==> config.mk <==
export PLATFORM = sky130hd
export DESIGN_NAME = uart_int_ident
export DESIGN_NICKNAME = d
export VERILOG_FILES = /design/src/rtl/uart_irq_pkg.sv /design/src/rtl/uart_irq_sticky.sv /design/src/rtl/uart_irq_thre.sv /design/src/rtl/uart_irq_rxlevel.sv /design/src/rtl/uart_irq_prio.sv /design/src/rtl/uart_int_ident.sv
export SDC_FILE = /design/constraint.sdc
export NUM_CORES = 1
export LEC_CHECK = 0
export ABC_AREA = 0
export BUFFER_PORTS_ARGS = -buffer_cell sky130_fd_sc_hd__buf_2
export CAP_MARGIN = 5
export CORE_AREA = 2 2 39 41
export DETAILED_ROUTE_END_ITERATION = 12
export DIE_AREA = 0 0 41 43
export GPL_TIMING_DRIVEN = 0
export MAX_ROUTING_LAYER = met4
export PLACE_DENSITY = 0.65
export SKIP_CTS_REPAIR_TIMING = 1
export SYNTH_ARGS = -nofsm -noshare
export SYNTH_HDL_FRONTEND = slang
export SYNTH_HIERARCHICAL = 1
export SYNTH_SLANG_ARGS = --single-unit
export TNS_END_PERCENT = 100
==> constraint.sdc <==
create_clock -name clk -period 3.5 [get_ports clk]
set_clock_uncertainty 0.15 [all_clocks]
set_input_delay 0.35 -clock clk [delete_from_list [all_inputs] [get_ports clk]]
set_output_delay 0.35 -clock clk [all_outputs]
set_load 0.005 [all_outputs]
==> src/rtl/uart_irq_pkg.sv <==
package uart_irq_pkg;

    typedef enum logic [3:0] {
        ID_MODEM   = 4'b0000,
        ID_NONE    = 4'b0001,
        ID_THRE    = 4'b0010,
        ID_RXDATA  = 4'b0100,
        ID_LINE    = 4'b0110,
        ID_TIMEOUT = 4'b1100
    } irq_id_e;

    typedef struct packed {
        logic line;
        logic rxdata;
        logic timeout;
        logic thre;
        logic modem;
    } irq_src_t;

    typedef struct packed {
        logic modem;
        logic line;
        logic thre;
        logic rxdata;
    } irq_en_t;

    localparam int unsigned TRIG_SEL_W = 2;
    localparam int unsigned ERR_W      = 4;
    localparam int unsigned MSR_W      = 4;

    function automatic int unsigned trig_depth(input logic [TRIG_SEL_W-1:0] sel);
        case (sel)
            2'b00:   return 1;
            2'b01:   return 4;
            2'b10:   return 8;
            default: return 14;
        endcase
    endfunction

    function automatic irq_id_e prio_pick(input irq_src_t s);
        if (s.line)         return ID_LINE;
        else if (s.rxdata)  return ID_RXDATA;
        else if (s.timeout) return ID_TIMEOUT;
        else if (s.thre)    return ID_THRE;
        else if (s.modem)   return ID_MODEM;
        else                return ID_NONE;
    endfunction

endpackage

==> src/rtl/uart_irq_sticky.sv <==
module uart_irq_sticky #(
    parameter int unsigned SET_W = 1
) (
    input  logic             clk,
    input  logic             rst,
    input  logic [SET_W-1:0] set_vec,
    input  logic             clr,
    output logic             pend
);
    logic hit;
    assign hit = |set_vec;

    always_ff @(posedge clk) begin
        if (rst)
            pend <= 1'b0;
        else if (hit)
            pend <= 1'b1;
        else if (clr)
            pend <= 1'b0;
    end
endmodule

==> src/rtl/uart_irq_thre.sv <==
module uart_irq_thre (
    input  logic clk,
    input  logic rst,
    input  logic thr_empty,
    input  logic wr_thr,
    input  logic rd_iir,
    input  logic thre_reported,
    output logic pend
);
    logic empty_q;
    logic rise;
    logic clr;

    assign rise = thr_empty & ~empty_q;
    assign clr  = wr_thr | (rd_iir & thre_reported);

    always_ff @(posedge clk) begin
        if (rst) begin
            empty_q <= 1'b0;
            pend    <= 1'b0;
        end else begin
            empty_q <= thr_empty;
            if (rise)
                pend <= 1'b1;
            else if (clr)
                pend <= 1'b0;
        end
    end

    assert_iir_clear_R7: assert property (@(posedge clk) disable iff (rst)
        (rd_iir && thre_reported && !rise) |=> !pend);

    assert_iir_keep_R7: assert property (@(posedge clk) disable iff (rst)
        (rd_iir && !thre_reported && !wr_thr && pend) |=> pend);

    assert_write_clear_R6: assert property (@(posedge clk) disable iff (rst)
        (wr_thr && !rise) |=> !pend);
endmodule

==> src/rtl/uart_irq_rxlevel.sv <==
module uart_irq_rxlevel
    import uart_irq_pkg::*;
#(
    parameter int unsigned LVL_W = 5
) (
    input  logic [LVL_W-1:0]      rx_level,
    input  logic [TRIG_SEL_W-1:0] trig_sel,
    output logic                  at_trigger
);
    logic [LVL_W-1:0] depth;

    assign depth      = LVL_W'(trig_depth(trig_sel));
    assign at_trigger = (rx_level >= depth);
endmodule

==> src/rtl/uart_irq_prio.sv <==
module uart_irq_prio
    import uart_irq_pkg::*;
(
    input  irq_src_t src,
    output irq_id_e  id
);
    always_comb id = prio_pick(src);
endmodule

==> src/rtl/uart_int_ident.sv <==
module uart_int_ident
    import uart_irq_pkg::*;
#(
    parameter int unsigned FIFO_DEPTH = 16,
    parameter int unsigned LVL_W      = $clog2(FIFO_DEPTH + 1)
) (
    input  logic             clk,
    input  logic             rst,
    input  logic             err_overrun,
    input  logic             err_parity,
    input  logic             err_framing,
    input  logic             err_break,
    input  logic [LVL_W-1:0] rx_level,
    input  logic [1:0]       trig_sel,
    input  logic             char_timeout,
    input  logic             thr_empty,
    input  logic [3:0]       msr_delta,
    input  logic [3:0]       int_enable,
    input  logic             rd_lsr,
    input  logic             rd_rbr,
    input  logic             rd_iir,
    input  logic             wr_thr,
    input  logic             rd_msr,
    output logic [3:0]       int_id,
    output logic             irq
);
    logic [ERR_W-1:0] err_vec;
    logic             line_pend;
    logic             tmo_pend;
    logic             thre_pend;
    logic             modem_pend;
    logic             at_trigger;
    irq_en_t          en;
    irq_src_t         masked;
    irq_id_e          id;

    assign err_vec = {err_break, err_framing, err_parity, err_overrun};
    assign en      = irq_en_t'(int_enable);

    uart_irq_sticky #(.SET_W(ERR_W)) u_line (
        .clk(clk), .rst(rst), .set_vec(err_vec), .clr(rd_lsr), .pend(line_pend));

    uart_irq_sticky #(.SET_W(1)) u_tmo (
        .clk(clk), .rst(rst), .set_vec(char_timeout), .clr(rd_rbr), .pend(tmo_pend));

    uart_irq_sticky #(.SET_W(MSR_W)) u_modem (
        .clk(clk), .rst(rst), .set_vec(msr_delta), .clr(rd_msr), .pend(modem_pend));

    uart_irq_thre u_thre (
        .clk(clk), .rst(rst), .thr_empty(thr_empty), .wr_thr(wr_thr),
        .rd_iir(rd_iir), .thre_reported(id == ID_THRE), .pend(thre_pend));

    uart_irq_rxlevel #(.LVL_W(LVL_W)) u_level (
        .rx_level(rx_level), .trig_sel(trig_sel), .at_trigger(at_trigger));

    always_comb begin
        masked.line    = line_pend  & en.line;
        masked.rxdata  = at_trigger & en.rxdata;
        masked.timeout = tmo_pend   & en.rxdata;
        masked.thre    = thre_pend  & en.thre;
        masked.modem   = modem_pend & en.modem;
    end

    uart_irq_prio u_prio (.src(masked), .id(id));

    assign int_id = id;
    assign irq    = ~id[0];

    // Checker state: becomes 1 after the first clock out of reset.
    logic chk_armed;
    always_ff @(posedge clk) begin
        if (rst) chk_armed <= 1'b0;
        else     chk_armed <= 1'b1;
    end

    assert_idle_code_R1: assert property (@(posedge clk) disable iff (rst)
        (masked == '0) |-> (int_id == 4'b0001 && !irq));

    assert_line_set_R2: assert property (@(posedge clk) disable iff (rst)
        (chk_armed && $past(|err_vec) && int_enable[2]) |-> (int_id == 4'b0110));

    assert_line_clear_R3: assert property (@(posedge clk) disable iff (rst)
        (chk_armed && $past(rd_lsr && !(|err_vec)) && int_enable == 4'b0100) |-> (int_id == 4'b0001));

    assert_rxdata_R4: assert property (@(posedge clk) disable iff (rst)
        (at_trigger && int_enable[0] && !(line_pend && int_enable[2])) |-> (int_id == 4'b0100));

    assert_timeout_clear_R5: assert property (@(posedge clk) disable iff (rst)
        (chk_armed && $past(rd_rbr && !char_timeout) && int_enable == 4'b0001 && !at_trigger)
            |-> (int_id == 4'b0001));

    assert_modem_set_R8: assert property (@(posedge clk) disable iff (rst)
        (chk_armed && $past(|msr_delta) && int_enable == 4'b1000) |-> (int_id == 4'b0000));

    assert_all_masked_R9: assert property (@(posedge clk) disable iff (rst)
        (int_enable == 4'b0000) |-> (int_id == 4'b0001 && !irq));
endmodule

==> impl_metrics.toml <==
[outcome]
status = "completed"

[die]
dieHeight_um = 43
io_pins = 33
coreArea_um2 = 1380
initial_core_util = 0.292
die_w_um = 41
placementRows = 14
dieArea_um2 = 1760

[critical_path]
r2r_start = "u_tmo/pend"
cp-end-kind = "primary output"
crit_fanout = 3
critPathLaunch = "trig_sel[1]"
worstPathRequired_ns = 3.00
crit_arrival_ns = 2.32
critPathKind = "input pin to primary output"
start_kind = "input pin"

[clock_tree]
clk-insertion-delay-late_ns = 0.23
cts_made_buffers = 3
cts_root_buf = "clkbuf_4"
htree_levels = 1
cts_tree = "done"
cts_sinks = 5
cts.reportedPaths.clkPinSlew_ns = 0.04
cts_buffer_depth = 2

[global_route]
grt_pass1_vias = 426
overflow = 0
grt_antenna_before_repair = 0
grt_pass1_wl_mm = 1.37
grt.total_usage = 0.114
grt_max_degree = 6

[final_layout]
layout_commonest_cell = "buf_2"
nets = 115
nFillCells = 157
diodes = 0
layout-drive-gt1-share = 0.524
seq_area_um2 = 100
finalInstanceArea_um2 = 611
final_cell_mix = "buf_2 (32), inv_1 (6), and2_1 (5), dfxtp_1 (5), ha_1 (4)"
multiInputGateArea_um2 = 282
syn2layout_area_growth_pct = 51.1

[logic_synthesis]
netlist_instances = 46
synthDistinctLibCells = 22
synth.ff_latch_count = 5
ys.warnings.count = 6
synthesis.area_um2 = 404
synthesis.nets = 78
ys_seq_area_frac = 0.248
syn_area_per_cell_um2 = 8.79

[power_and_ir_drop]
p_leak_nw = 0.317
vdd_drop_max_uv = 165
power_density_nw_per_um2 = 294

[timing]
rsz0062_at_grt = "false"
finalHoldViolCount = 0
tightest_slew_ns = 0.319
fin_crit_sh = 0.806
setup_tns_ns = 0
max-slew-margin-rel = 0.787
layout_min_cycle_time_ns = 2.82
max_freq_mhz = 354
finalMaxSlewViolations = 0
finalSetupViolCount = 0

[worst_hold_path]
hp-start = "rst"
hold_class = "input pin to register"

[placed_design]
place_area_um2 = 584
place.gp.congestion = 0.674
io_buffers = 32
hpwl_um = 761

[routing]
wl_per_cell_um = 8.45
vias_per_cell = 4.45
postRouteAntennaNets = 0
drc = 0
drtIter0Drc = 0
routed_wl_um = 828
vias = 436
dr.pass1.iters = 1

[job]
drv_cap = 0
[cells in the mapped netlist]
cell | count | area (µm²)
nor2_1 | 3 | 11.3
nor3b_1 | 1 | 7.51
nor2b_1 | 1 | 6.26
or3_4 | 1 | 11.3
nand2b_4 | 1 | 13.8
nor4_1 | 1 | 6.26
nand2b_1 | 3 | 18.8
nor4b_2 | 1 | 15.0
ha_1 | 4 | 50.1
inv_1 | 6 | 22.5
nor3_2 | 1 | 10.0
nand2_1 | 2 | 7.51
nor3_1 | 2 | 10.0
dfxtp_1 | 5 | 100
a21o_1 | 1 | 7.51
a32o_1 | 1 | 10.0
and2_1 | 5 | 31.3
nor4_2 | 2 | 25.0
a21oi_1 | 2 | 10.0
or2_1 | 1 | 6.26
a21oi_2 | 1 | 8.76
a2111oi_2 | 1 | 15.0
[final timing paths]
path | depth (start not counted) | slack [ns] | to
worst max-delay path | 11 | 0.68 | irq
worst min-delay path | 2 | 0.18 | u_tmo/pend
worst max register to register | 5 | 1.86 | u_thre/pend
worst min register to register | 2 | 0.31 | u_thre/pend
[per-layer routing]
metal | vias up | GRT usage | part of all wire
met1 | 180 | 0.106 | 0.34
li1 | 231 | - | -
met2 | 25 | 0.203 | 0.53
met3 | 0 | 0.0209 | 0.14
met4 | 0 | 0.0600 | 0
met5 | - | - | 0
[kinds of logic (layout without fill, tap and decap cells)]
group | after synthesis | after routing | share of synthesized area
AO/OA/AOI/OAI | 6 | 6 | 0.127
adder cells (fa/ha/maj) | 4 | 4 | 0.124
buffers and inverters | 6 | 42 | 0.0557
flip-flops | 5 | 5 | 0.248
AND/OR/NAND/NOR | 25 | 25 | 0.446
[registers in the layout (all words and copies together) (netlist names)]
register,cells
u_thre/empty_q,1
u_thre/pend,1
u_modem/pend,1
u_line/pend,1
u_tmo/pend,1
[power breakdown]
part / leakage (nW) / switching [mW] / internal [mW]
clock: 0.0150 / 0.0213 / 0.0429
combinational: 0.260 / 0.0223 / 0.0303
sequential: 0.0419 / 0.00148 / 0.0609
[layout make-up]
class                      instances  area share
tap                               16      0.0328
inverter                           6      0.0369
multi-input combinational         35       0.461
sequential                         5       0.164
timing repair buffer              32       0.262
clock buffer                       4      0.0430
[through the flow]
step,hold WS (ns),power (mW),setup WS [ns],util,std cells
after floorplan,0.262,0.0913,0.916,-,46
after global placement,0.298,0.116,0.678,0.422,94
after detailed placement,0.303,0.117,0.641,0.422,94
after CTS,0.178,0.185,0.642,0.441,98
after global routing,0.192,0.192,0.512,0.441,98
final,0.183,0.179,0.678,0.441,98
[worst max-delay path, stage by stage]
cell	delay, ns
buf_2	0.11
nor2_1	0.10
ha_1	0.23
nand2b_4	0.14
a2111oi_2	0.34
nor3_1	0.09
and2_1	0.18
or3_4	0.41
nor3_2	0.19
inv_1	0.06
buf_2	0.12
Power figures use the tool's default switching activity.
